<file path="src/rtl/fsr_pkg.sv">
package fsr_pkg;

  typedef enum logic [2:0] {
    FTT_NONE   = 3'd0,
    FTT_IEEE   = 3'd1,
    FTT_UNFIN  = 3'd2,
    FTT_UNIMP  = 3'd3,
    FTT_SEQ    = 3'd4,
    FTT_HWERR  = 3'd5,
    FTT_BADREG = 3'd6
  } ftt_e;

  typedef enum logic [1:0] {
    ST_OK    = 2'd0,
    ST_UNFIN = 2'd1,
    ST_UNIMP = 2'd2,
    ST_HWERR = 2'd3
  } opstat_e;

  typedef enum logic [1:0] {
    PR_SINGLE = 2'd0,
    PR_DOUBLE = 2'd1,
    PR_QUAD   = 2'd2
  } prec_e;

  localparam int WORD_W = 32;
  localparam int EXC_W  = 5;
  localparam int FCC_W  = 2;
  localparam int TT_W   = 3;
  localparam int VER_W  = 3;
  localparam int HI_W   = 4;

  localparam int HI_LSB   = 28;
  localparam int TEM_LSB  = 23;
  localparam int NS_BIT   = 22;
  localparam int VER_LSB  = 17;
  localparam int TT_LSB   = 14;
  localparam int FCC_LSB  = 10;
  localparam int AEXC_LSB = 5;
  localparam int CEXC_LSB = 0;

endpackage

</file>
<file path="src/rtl/fsr_align_chk.sv">
module fsr_align_chk #(
  parameter int NUM_OPS = 3,
  parameter int REG_W   = 5
) (
  input  logic [1:0]               prec,
  input  logic [NUM_OPS*REG_W-1:0] regs,
  output logic                     misalign
);
  import fsr_pkg::*;

  logic [NUM_OPS-1:0] bad;
  logic               unused_hi;

  generate
    for (genvar i = 0; i < NUM_OPS; i++) begin : g_opnd
      logic [REG_W-1:0] rnum;
      assign rnum = regs[i*REG_W +: REG_W];
      always_comb begin
        unique case (prec_e'(prec))
          PR_DOUBLE: bad[i] = rnum[0];
          PR_QUAD:   bad[i] = |rnum[1:0];
          default:   bad[i] = 1'b0;
        endcase
      end
    end
  endgenerate

  assign misalign  = |bad;
  assign unused_hi = ^regs;

endmodule

</file>
<file path="src/rtl/fsr_trap_prio.sv">
module fsr_trap_prio (
  input  logic       hw,
  input  logic       seq,
  input  logic       badreg,
  input  logic       unimp,
  input  logic       unfin,
  input  logic       ieee,
  output logic       fire,
  output logic [2:0] code
);
  import fsr_pkg::*;

  always_comb begin
    fire = 1'b1;
    if (hw)          code = FTT_HWERR;
    else if (seq)    code = FTT_SEQ;
    else if (badreg) code = FTT_BADREG;
    else if (unimp)  code = FTT_UNIMP;
    else if (unfin)  code = FTT_UNFIN;
    else if (ieee)   code = FTT_IEEE;
    else begin
      code = FTT_NONE;
      fire = 1'b0;
    end
  end

endmodule

</file>
<file path="src/rtl/fsr_fields.sv">
module fsr_fields #(
  parameter logic [2:0] VERSION = 3'd5
) (
  input  logic        clk,
  input  logic        rst,
  input  logic        ld_en,
  input  logic [31:0] ld_data,
  input  logic        st_en,
  input  logic        op_accept,
  input  logic        op_upd,
  input  logic [4:0]  op_exc,
  input  logic        op_cmp,
  input  logic [1:0]  op_fcc,
  input  logic        trap_fire,
  input  logic [2:0]  trap_code,
  input  logic        trap_ack,
  output logic        ieee_hit,
  output logic        pend_q,
  output logic [31:0] rdata,
  output logic [1:0]  fcc_q
);
  import fsr_pkg::*;

  logic [HI_W-1:0]  hi_q,   hi_n;
  logic [EXC_W-1:0] tem_q,  tem_n;
  logic             ns_q,   ns_n;
  logic [TT_W-1:0]  ftt_q,  ftt_n;
  logic [FCC_W-1:0] fcc_n;
  logic [EXC_W-1:0] aexc_q, aexc_n;
  logic [EXC_W-1:0] cexc_q, cexc_n;
  logic             pend_n;
  logic             unused_ld;

  assign ieee_hit  = |(tem_q & op_exc);
  assign unused_ld = ^{ld_data[21:17], ld_data[16:14], ld_data[13:12]};

  always_comb begin
    hi_n   = hi_q;
    tem_n  = tem_q;
    ns_n   = ns_q;
    fcc_n  = fcc_q;
    aexc_n = aexc_q;
    cexc_n = cexc_q;
    if (ld_en) begin
      hi_n   = ld_data[HI_LSB +: HI_W];
      tem_n  = ld_data[TEM_LSB +: EXC_W];
      ns_n   = ld_data[NS_BIT];
      fcc_n  = ld_data[FCC_LSB +: FCC_W];
      aexc_n = ld_data[AEXC_LSB +: EXC_W];
      cexc_n = ld_data[CEXC_LSB +: EXC_W];
    end
    if (op_upd) begin
      cexc_n = op_exc;
      if (op_cmp)    fcc_n  = op_fcc;
      if (!ieee_hit) aexc_n = aexc_n | op_exc;
    end
  end

  always_comb begin
    ftt_n = ftt_q;
    if (trap_fire)              ftt_n = trap_code;
    else if (op_accept || st_en) ftt_n = FTT_NONE;
  end

  always_comb begin
    pend_n = pend_q;
    if (trap_fire)     pend_n = 1'b1;
    else if (trap_ack) pend_n = 1'b0;
  end

  always_ff @(posedge clk) begin
    if (rst) begin
      hi_q   <= '0;
      tem_q  <= '0;
      ns_q   <= 1'b0;
      ftt_q  <= FTT_NONE;
      fcc_q  <= '0;
      aexc_q <= '0;
      cexc_q <= '0;
      pend_q <= 1'b0;
    end else begin
      hi_q   <= hi_n;
      tem_q  <= tem_n;
      ns_q   <= ns_n;
      ftt_q  <= ftt_n;
      fcc_q  <= fcc_n;
      aexc_q <= aexc_n;
      cexc_q <= cexc_n;
      pend_q <= pend_n;
    end
  end

  always_comb begin
    rdata = '0;
    rdata[HI_LSB +: HI_W]     = hi_q;
    rdata[TEM_LSB +: EXC_W]   = tem_q;
    rdata[NS_BIT]             = ns_q;
    rdata[VER_LSB +: VER_W]   = VERSION;
    rdata[TT_LSB +: TT_W]     = ftt_q;
    rdata[FCC_LSB +: FCC_W]   = fcc_q;
    rdata[AEXC_LSB +: EXC_W]  = aexc_q;
    rdata[CEXC_LSB +: EXC_W]  = cexc_q;
  end

  // request persists until acknowledged
  p_trap_hold_r12: assert property (@(posedge clk) disable iff (rst)
    pend_q && !trap_ack |=> pend_q);

  // a load alone never moves the trap type
  p_ld_keeps_ftt_r7: assert property (@(posedge clk) disable iff (rst)
    ld_en && !trap_fire && !op_accept && !st_en |=> $stable(ftt_q));

  // masked exceptions are accumulated
  p_accum_r4: assert property (@(posedge clk) disable iff (rst)
    op_upd && !ieee_hit && !ld_en |=> aexc_q == ($past(aexc_q) | $past(op_exc)));

  // an enabled exception leaves the accumulated field alone
  p_mask_keep_r3: assert property (@(posedge clk) disable iff (rst)
    op_upd && ieee_hit && !ld_en |=> $stable(aexc_q) && pend_q);

  // non-normal completions keep the current field
  p_keep_cexc_r6: assert property (@(posedge clk) disable iff (rst)
    op_accept && !op_upd && !ld_en |=> $stable(cexc_q));

endmodule

</file>
<file path="src/rtl/fsr_trap_ctrl.sv">
module fsr_trap_ctrl #(
  parameter int         NUM_OPS = 3,
  parameter int         REG_W   = 5,
  parameter logic [2:0] VERSION = 3'd5
) (
  input  logic                     clk,
  input  logic                     rst,
  input  logic                     op_done,
  input  logic [4:0]               op_exc,
  input  logic [1:0]               op_status,
  input  logic                     op_cmp,
  input  logic [1:0]               op_fcc,
  input  logic [1:0]               op_prec,
  input  logic [NUM_OPS*REG_W-1:0] op_regs,
  input  logic                     ld_fsr,
  input  logic [31:0]              ld_data,
  input  logic                     st_fsr,
  input  logic                     q_ne,
  input  logic                     st_q,
  input  logic                     trap_ack,
  output logic [31:0]              fsr_rdata,
  output logic [1:0]               fcc_out,
  output logic                     trap_req
);
  import fsr_pkg::*;

  logic       misalign;
  logic       blocked;
  logic       op_accept;
  logic       op_normal;
  logic       op_upd;
  logic       ieee_hit;
  logic       pend_q;
  logic       trap_fire;
  logic [2:0] trap_code;
  logic       c_hw, c_seq, c_bad, c_unimp, c_unfin, c_ieee;

  fsr_align_chk #(.NUM_OPS(NUM_OPS), .REG_W(REG_W)) i_align (
    .prec     (op_prec),
    .regs     (op_regs),
    .misalign (misalign)
  );

  assign blocked   = pend_q && !trap_ack;
  assign op_accept = op_done && !blocked;
  assign op_normal = opstat_e'(op_status) == ST_OK;
  assign op_upd    = op_accept && op_normal && !misalign;

  assign c_hw    = op_done && opstat_e'(op_status) == ST_HWERR;
  assign c_seq   = (op_done && blocked) || (st_q && !q_ne);
  assign c_bad   = op_accept && misalign;
  assign c_unimp = op_accept && opstat_e'(op_status) == ST_UNIMP;
  assign c_unfin = op_accept && opstat_e'(op_status) == ST_UNFIN;
  assign c_ieee  = op_upd && ieee_hit;

  fsr_trap_prio i_prio (
    .hw     (c_hw),
    .seq    (c_seq),
    .badreg (c_bad),
    .unimp  (c_unimp),
    .unfin  (c_unfin),
    .ieee   (c_ieee),
    .fire   (trap_fire),
    .code   (trap_code)
  );

  fsr_fields #(.VERSION(VERSION)) i_fields (
    .clk       (clk),
    .rst       (rst),
    .ld_en     (ld_fsr),
    .ld_data   (ld_data),
    .st_en     (st_fsr),
    .op_accept (op_accept),
    .op_upd    (op_upd),
    .op_exc    (op_exc),
    .op_cmp    (op_cmp),
    .op_fcc    (op_fcc),
    .trap_fire (trap_fire),
    .trap_code (trap_code),
    .trap_ack  (trap_ack),
    .ieee_hit  (ieee_hit),
    .pend_q    (pend_q),
    .rdata     (fsr_rdata),
    .fcc_q     (fcc_out)
  );

  assign trap_req = pend_q;

  // empty-queue store gives a sequence error
  p_seq_queue_r9: assert property (@(posedge clk) disable iff (rst)
    st_q && !q_ne && !c_hw |=> trap_req && fsr_rdata[16:14] == 3'd4);

  // misaligned operand gives the register code
  p_badreg_r8: assert property (@(posedge clk) disable iff (rst)
    op_done && !blocked && !c_hw && !(st_q && !q_ne) && misalign
      |=> trap_req && fsr_rdata[16:14] == 3'd6);

  // hardware error always wins
  p_hwerr_r13: assert property (@(posedge clk) disable iff (rst)
    c_hw |=> trap_req && fsr_rdata[16:14] == 3'd5);

  // rejected operation touches only the trap type
  p_reject_r11: assert property (@(posedge clk) disable iff (rst)
    op_done && blocked && !c_hw && !ld_fsr
      |=> fsr_rdata[16:14] == 3'd4 && $stable(fsr_rdata[9:0]));

endmodule

</file>
<file path="config.mk">
export PLATFORM = sky130hd
export DESIGN_NAME = fsr_trap_ctrl
export DESIGN_NICKNAME = d
export VERILOG_FILES = /design/src/rtl/fsr_pkg.sv /design/src/rtl/fsr_align_chk.sv /design/src/rtl/fsr_trap_prio.sv /design/src/rtl/fsr_fields.sv /design/src/rtl/fsr_trap_ctrl.sv
export SDC_FILE = /design/constraint.sdc
export NUM_CORES = 1
export LEC_CHECK = 0
export ABC_CLOCK_PERIOD_IN_PS = 4100
export CAP_MARGIN = 25
export CORE_MARGIN = 2
export CORE_UTILIZATION = 37
export DETAILED_ROUTE_END_ITERATION = 6
export HOLD_SLACK_MARGIN = 0.03
export PLACE_DENSITY_LB_ADDON = 0.08
export SLEW_MARGIN = 10
export SYNTH_ARGS = -nofsm -noshare
export SYNTH_HDL_FRONTEND = slang
export SYNTH_SLANG_ARGS = --single-unit
</file>
<file path="constraint.sdc">
create_clock -name clk -period 4.1 [get_ports clk]
set_clock_uncertainty 0.05 [all_clocks]
set_input_delay 0.82 -clock clk [delete_from_list [all_inputs] [get_ports clk]]
set_output_delay 0.82 -clock clk [all_outputs]
set_load 0.05 [all_outputs]
</file>
# Word level (Yosys, flattened, before mapping)
# Index checks and enable logic that the tools add are counted.
[word_totals]
register_bits = 26
latch_bits = 0
mem_bits_rw = 0
romBits = 0
inputBits = 67
mem_count = 0
[classes]
addsub = 0
mul = 0
div = 0
order_cmp = 0
eq_ne = 5
n_shift = 0
n_mux = 27
bitwise = 2
n_reduce_logical = 26
[ops]
columns = ["cell", "count"]
rows = [
  ["5-bit two-way mux", 5],
  ["3-bit two-way mux", 7],
  ["1-bit logical AND", 11],
  ["1-bit two-way mux", 9],
  ["2-bit == test (second input constant)", 3],
  ["2-bit two-way mux", 3],
  ["1-bit one-hot mux with 2 select lines", 3],
  ["2-bit nonzero test", 3],
  ["2-bit OR reduction", 3],
  ["5-bit AND", 1],
  ["5-bit bitwise OR", 1],
  ["5-bit OR reduction", 1],
  ["2-bit by 1-bit == test with 1-bit output (second input constant)", 2],
  ["1-bit logical NOT", 4],
  ["3-bit OR reduction", 1],
  ["2-bit logical NOT", 1],
  ["1-bit logical OR", 2],
]

# Longest topological paths before layout
[depth]
ltp_word = 14
depth_mapped = 7
mapped_depth_nobuf = 6

# Cells and area by module
# Synthesis repeated with hierarchy kept, for this count alone.
[unflattened]
hier_cells = 145
hier_area_um2 = 1406.3
[modules_own_cells]
columns = ["mod", "instances", "cells_per_inst", "area_each_um2"]
rows = [
  ["fsr_fields", 1, 116, 1194.9],
  ["fsr_trap_ctrl", 1, 12, 100.1],
  ["fsr_align_chk", 1, 8, 63.8],
  ["fsr_trap_prio", 1, 9, 47.5],
]

# Worst setup path after synthesis
# OpenSTA, ideal clock, no wires.
[synth_timing]
path_kind = "input -> register"
start = "input port op_prec[0]"
end = "register i_fields.cexc_q[4]"
t_arrival_ps = 2033
t_required_ps = 3918
setup_slack_ps = 1885
cell_stages = 6
path_buffers = 1
path_cell_list = "inv_1 -> ha_1 -> o32a_2 -> clkbuf_8 -> a221oi_1 -> nor3_1"
[synth_between]
elab_chain_len = 6
elab_cells_between_ends = 10
classes_between = "eq/ne: 2; mux: 4; reduce/logical: 4"
[synth_rtl]
columns = ["element", "line_no", "text"]
rows = [
  ["start: declaration", "fsr_trap_ctrl.sv:13", "input logic [1:0] op_prec,"],
  ["2-bit == test or 2-bit by 1-bit == test with 1-bit output (tied branches)", "fsr_align_chk.sv:19", "unique case (prec_e'(prec))"],
  ["1-bit one-hot mux with 2 select lines", "fsr_align_chk.sv:19", ""],
  ["3-bit OR reduction *", "fsr_align_chk.sv:28", "assign misalign = |bad;"],
  ["1-bit logical NOT *", "fsr_trap_ctrl.sv:47", "assign op_upd = op_accept && op_normal && !misalign;"],
  ["1-bit logical AND *", "fsr_trap_ctrl.sv:47", ""],
  ["5-bit two-way mux or 2-bit nonzero test (tied branches)", "--", ""],
  ["end signal: assignment", "fsr_fields.sv:88", "cexc_q <= cexc_n;"],
  ["end: declaration", "fsr_fields.sv:30", "logic [EXC_W-1:0] cexc_q, cexc_n;"],
]
# Mark *: on every way between the ends. The rest lies on a longest branch, timed or not.
# A chain may end at the register's enable or synchronous reset.

# Final worst setup path
[layout_timing]
start = "input port op_prec[0]"
end = "register i_fields.ftt_q[0]"
[layout_between]
elab_chain_len = 13
elab_cells_between_ends = 24
classes_between = "eq/ne: 2; mux: 16; reduce/logical: 6"
[layout_rtl]
columns = ["element", "line_no", "text"]
rows = [
  ["2-bit == test or 2-bit by 1-bit == test with 1-bit output (tied branches)", "fsr_align_chk.sv:19", ""],
  ["1-bit one-hot mux with 2 select lines", "fsr_align_chk.sv:19", ""],
  ["3-bit OR reduction *", "fsr_align_chk.sv:28", ""],
  ["1-bit logical NOT", "fsr_trap_ctrl.sv:47", ""],
  ["1-bit logical AND", "fsr_trap_ctrl.sv:47", ""],
  ["1-bit logical AND", "fsr_trap_ctrl.sv:54", "assign c_ieee = op_upd && ieee_hit;"],
  ["1-bit two-way mux", "fsr_trap_prio.sv:20", "else if (ieee) code = FTT_IEEE;"],
  ["3-bit two-way mux or 1-bit two-way mux (tied branches)", "fsr_trap_prio.sv:19", "else if (unfin) code = FTT_UNFIN;"],
  ["3-bit two-way mux or 1-bit two-way mux (tied branches)", "fsr_trap_prio.sv:18", "else if (unimp) code = FTT_UNIMP;"],
  ["3-bit two-way mux or 1-bit two-way mux (tied branches)", "fsr_trap_prio.sv:17", "else if (badreg) code = FTT_BADREG;"],
  ["3-bit two-way mux or 1-bit two-way mux (tied branches)", "fsr_trap_prio.sv:16", "else if (seq) code = FTT_SEQ;"],
  ["3-bit two-way mux or 1-bit two-way mux (tied branches)", "fsr_trap_prio.sv:15", "if (hw) code = FTT_HWERR;"],
  ["3-bit two-way mux or 2-bit nonzero test (tied branches)", "--", ""],
  ["end signal: assignment", "fsr_fields.sv:85", "ftt_q <= ftt_n;"],
  ["end: declaration", "fsr_fields.sv:27", "logic [TT_W-1:0] ftt_q, ftt_n;"],
]
# Marked as above.

==> results.md <==
- The final instance count without filler cells is 272.
- The count of yosys warnings during synthesis is 0.
- The compound-gate portion of the synthesized area is 0.1420.
- The internal power consumption is 502.6 uW.
- The endpoint kind of the worst setup timing path is a flop.
- Setup repair after global routing left no endpoint under its margin.
- The clock share of power is 0.287.
- The number of placed instances, taps included is 268.
- The floorplan step defined a die boundary enclosing 4245 um2.
- The number of top-level pins is 102.
- The area added between synthesis and finish is 56.33%.
- The tree built by TritonCTS fans out to 26 sinks.
- The global-route wire length before repair is 6092 um.
- Detailed placement ended at an HPWL of 2809 um.
- The number of port buffers is 75.
- The floorplan has 22 rows.
- Measured in cells, the most critical reg-to-reg path has a length of 4.
- The tool flagged a number of max-cap violations equal to 0.
- In the routed design, unresolved DRC markers number 0.
- The worst setup path is launched from an input port.
- From left edge to right edge, the die measures 65.16 um.
- For the final routed database, the setup TNS stands at 0 ps.
- The core occupancy in the finished layout is 0.5954.
- The share of total power in sequential cells is 0.382.
- In this run the number of H-tree levels came out at 1.
- The per-cell via count in the routed design is 5.059.
- For the worst setup path, the data required time is 4200 ps.
- The longest clock path from root to sink contains 2 buffers.
- The wire length per cell is 13.71 um.
- The chip height is 65.16 um.
- The count of pins over their slew limit is 0.
- The worst voltage drop across the vdd grid is 0.1860 mV.
- The cts-stage hold buffer count is 0.
- The path category of the worst min-delay check is flop to flop.
- The portion of synthesized area spent on multiplexers is 0.1248.
- The transition time of the tightest slew-check pin is 964.8 ps.
- The proportion of total power due to net switching is 0.3135.
- The finished cells cover 2163 um2.
- The end point of the critical path is i_fields.ftt_q[0].
- The total via count after detailed routing is 1376.
- In the final design database the tool counted 294 nets.
- The adder-cell share of the synthesized area is 0.01808.
- The number of global-route vias before repair is 1364.
- The launch point of the worst path is op_prec[0].
- The first routing iteration left 54 violations.
- Entering global routing, the biggest net connects 27 pins.
- The worst reg2reg path startpoint is i_fields.tem_q[0].
- After detailed placement, the total cell area comes to 2092 um2.
- The final layout contains routed wiring with a total length of 3728 um.
- The achievable clock frequency is 390.5 MHz.
- After clock tree synthesis, the clock-pin slew on the worst setup and hold paths is 90 ps.
- For this configuration, the core starts out at a cell density of 0.3809.
- The number of clock buffers inserted by TritonCTS is 3.
- The analysis attributes to cell leakage a power of 0.0008735 uW.
- The length of the first detailed-routing pass in iterations is 4.
- The fraction of final layout cells with drive strength greater than 1 is 0.04018.
- The ratio of final minimum period to clock period is 0.6246.
- The run finished with clean final reports.
- The worst-skew pair later-pin latency is 270 ps.
- The count of final setup violators is 0.
- Counting every instance in the synthesized netlist gives 158.
- The repair_antennas step left the layout with diodes totalling 0.
- The final weighted congestion in routability-driven placement is 0.6927.
- The type of the worst setup path is input port to flop.
- Once detail routing completed, the nets flagged for antenna violations numbered 0.
- After synthesis, the netlist uses 35 different library cells.
- The routed design could run at a clock period as short as 2561 ps.
- Post-CTS timing repair inserted 0 buffers for setup.
- Global routing finished with a remaining overflow of 0.
- The leading register cell type out of synthesis is dfxtp_1.
- By area, the combinational part of the netlist is dominated by simple AND/OR/NAND/NOR gates.
- TritonCTS built the clock tree.
- After clock tree synthesis, the repair step resized 0 gates.
- The total core area is 3633 um2.
- For flop-to-flop paths, the worst setup slack is 2560 ps.
- The mean instance size in the synthesized netlist is 8.758 um2.
- For this design the ratio of total power to cell area is 338.4 nW/um2.
- Yosys mapped a number of flops with a built-in enable equal to 0.
- Measured against its own limit, the worst slew margin works out to 0.3548.
- The clock tree root buffer cell is clkbuf_8.
- After layout, the design draws a total of 732.0 uW.
- The initial antenna violation count is 0.
- In the synthesized netlist the async set-or-reset flop fraction comes to 0.
- The combinational share of power is 0.331.
- The netlist area before placement is 1384 um2.
- The overall routing resource usage is 0.1825.
- The data arrival time of the critical path is 2660 ps.
- After filler insertion, the fill cell instance count of the layout stands at 328.
- After synthesis the netlist holds a flip-flop and latch count of 26.
- The share of the Yosys chip area taken by registers is 0.3761.
- The maximum fanout count along the critical path is 15.
- The analysis attributes to net switching a power of 229.5 uW.
- The endpoint of the lowest-slack register-to-register path is i_fields.aexc_q[3].
- The synthesized-area fraction occupied by xor and xnor cells is 0.006329.
- The hold violation count in the final report is 0.
- The simple-gate share of the synthesized area is 0.2233.
sequential cells by signal, indices dropped and copies added, names as in the netlist:
signal / cells
i_fields.fcc_q: 2
i_fields.hi_q: 4
i_fields.ftt_q: 3
i_fields.tem_q: 5
i_fields.ns_q: 1
i_fields.pend_q: 1
i_fields.aexc_q: 5
i_fields.cexc_q: 5
cell type report:
cell class / instances / area, um2 / share of cell area
timing repair buffer: 76 / 758.2 / 0.3505
tap: 48 / 60.06 / 0.02776
sequential: 26 / 520.5 / 0.2406
clock buffer: 3 / 41.29 / 0.01909
multi-input combinational: 114 / 738.2 / 0.3412
inverter: 4 / 15.01 / 0.006940
clock inverter: 1 / 30.03 / 0.01388
synthesized netlist by cell type (all sizes together), types with 2 or more instances:
cell type	n	area (um2)
a31oi	4	25.02
clkbuf	4	25.02
inv	4	15.01
a21oi	7	35.03
dfxtp	26	520.5
nand3	9	45.04
nor2b	7	43.79
nand2b	2	12.51
ha	2	25.02
nor4	2	12.51
and3	7	43.79
mux2i	15	150.1
conb	2	7.510
nor3	15	75.07
a221oi	5	43.79
mux2	2	22.52
nand2	5	18.77
nor2	13	48.80
buf	15	103.9
metal layers:
metal,vias up,track usage,wire (um)
li1,685,-,-
met1,632,0.2131,1563
met2,57,0.3351,1866
met3,2,0.03767,276
met4,0,0.05469,22
met5,-,0,0
worst max-delay path, cell delays in order:
cell and delay, ps:
clkdlybuf4s50_1 480, inv_1 50, ha_1 320, o32a_2 520, o311ai_0 380, a21oi_1 80
per-stage QoR:
stage	hold WS [ps]	setup WS, ps
after global placement	407.9	1295
after CTS	419.5	1528
after floorplan	411.7	1885
after detailed placement	407.3	1239
final	415.5	1539
after global routing	440.0	1415
cell usage in the layout (no fill, tap or decap):
cell	count
o211a_1	1
o32ai_2	1
nand2_1	5
nor2_1	13
conb_1	7
and3_1	7
o21ai_0	1
a221oi_1	5
bufinv_16	1
nand2b_1	2
dfxtp_1	26
nor4_1	2
mux2_2	2
a31oi_1	4
a211oi_1	1
nor3_1	15
mux2i_1	15
a22oi_1	1
xnor2_1	1
a21o_1	1
nand3_1	9
ha_1	2
a41oi_1	1
buf_4	1
inv_1	4
a222oi_1	1
clkdlybuf4s50_1	75
clkbuf_8	3
a21oi_1	7
nor2b_1	7
and3b_1	1
o311ai_0	1
o32a_2	1
cells by family after synthesis:
logic type | after synthesis
AO/OA/AOI/OAI | 26
XOR/XNOR | 1
adder cells (fa/ha/maj) | 2
buffers and inverters | 23
flip-flops | 26
multiplexers | 17
other | 2
AND/OR/NAND/NOR | 61
worst min-delay path by stage:
stage	startpoint	to	slack [ps]	cells after the start
global route	i_fields.ftt_q[1]	i_fields.ftt_q[1]	440	2
finish	i_fields.ftt_q[1]	i_fields.ftt_q[1]	420	2
global placement	i_fields.ftt_q[1]	i_fields.ftt_q[1]	410	2
CTS	i_fields.ftt_q[1]	i_fields.ftt_q[1]	420	2
floorplan	i_fields.ns_q	i_fields.ns_q	410	2
detailed placement	i_fields.ftt_q[1]	i_fields.ftt_q[1]	410	2
power groups by stage:
| stage | Clock (uW) | Combinational (uW) | Sequential [uW] |
|---|---|---|---|
| CTS | 217 | 244 | 280 |
| detailed placement | 0 | 242 | 286 |
| global route | 228 | 258 | 283 |
| floorplan | 0 | 98.2 | 343 |
| finish | 210 | 242 | 280 |
| global placement | 0 | 240 | 285 |
Note: power is estimated with default switching activity, not from simulation.
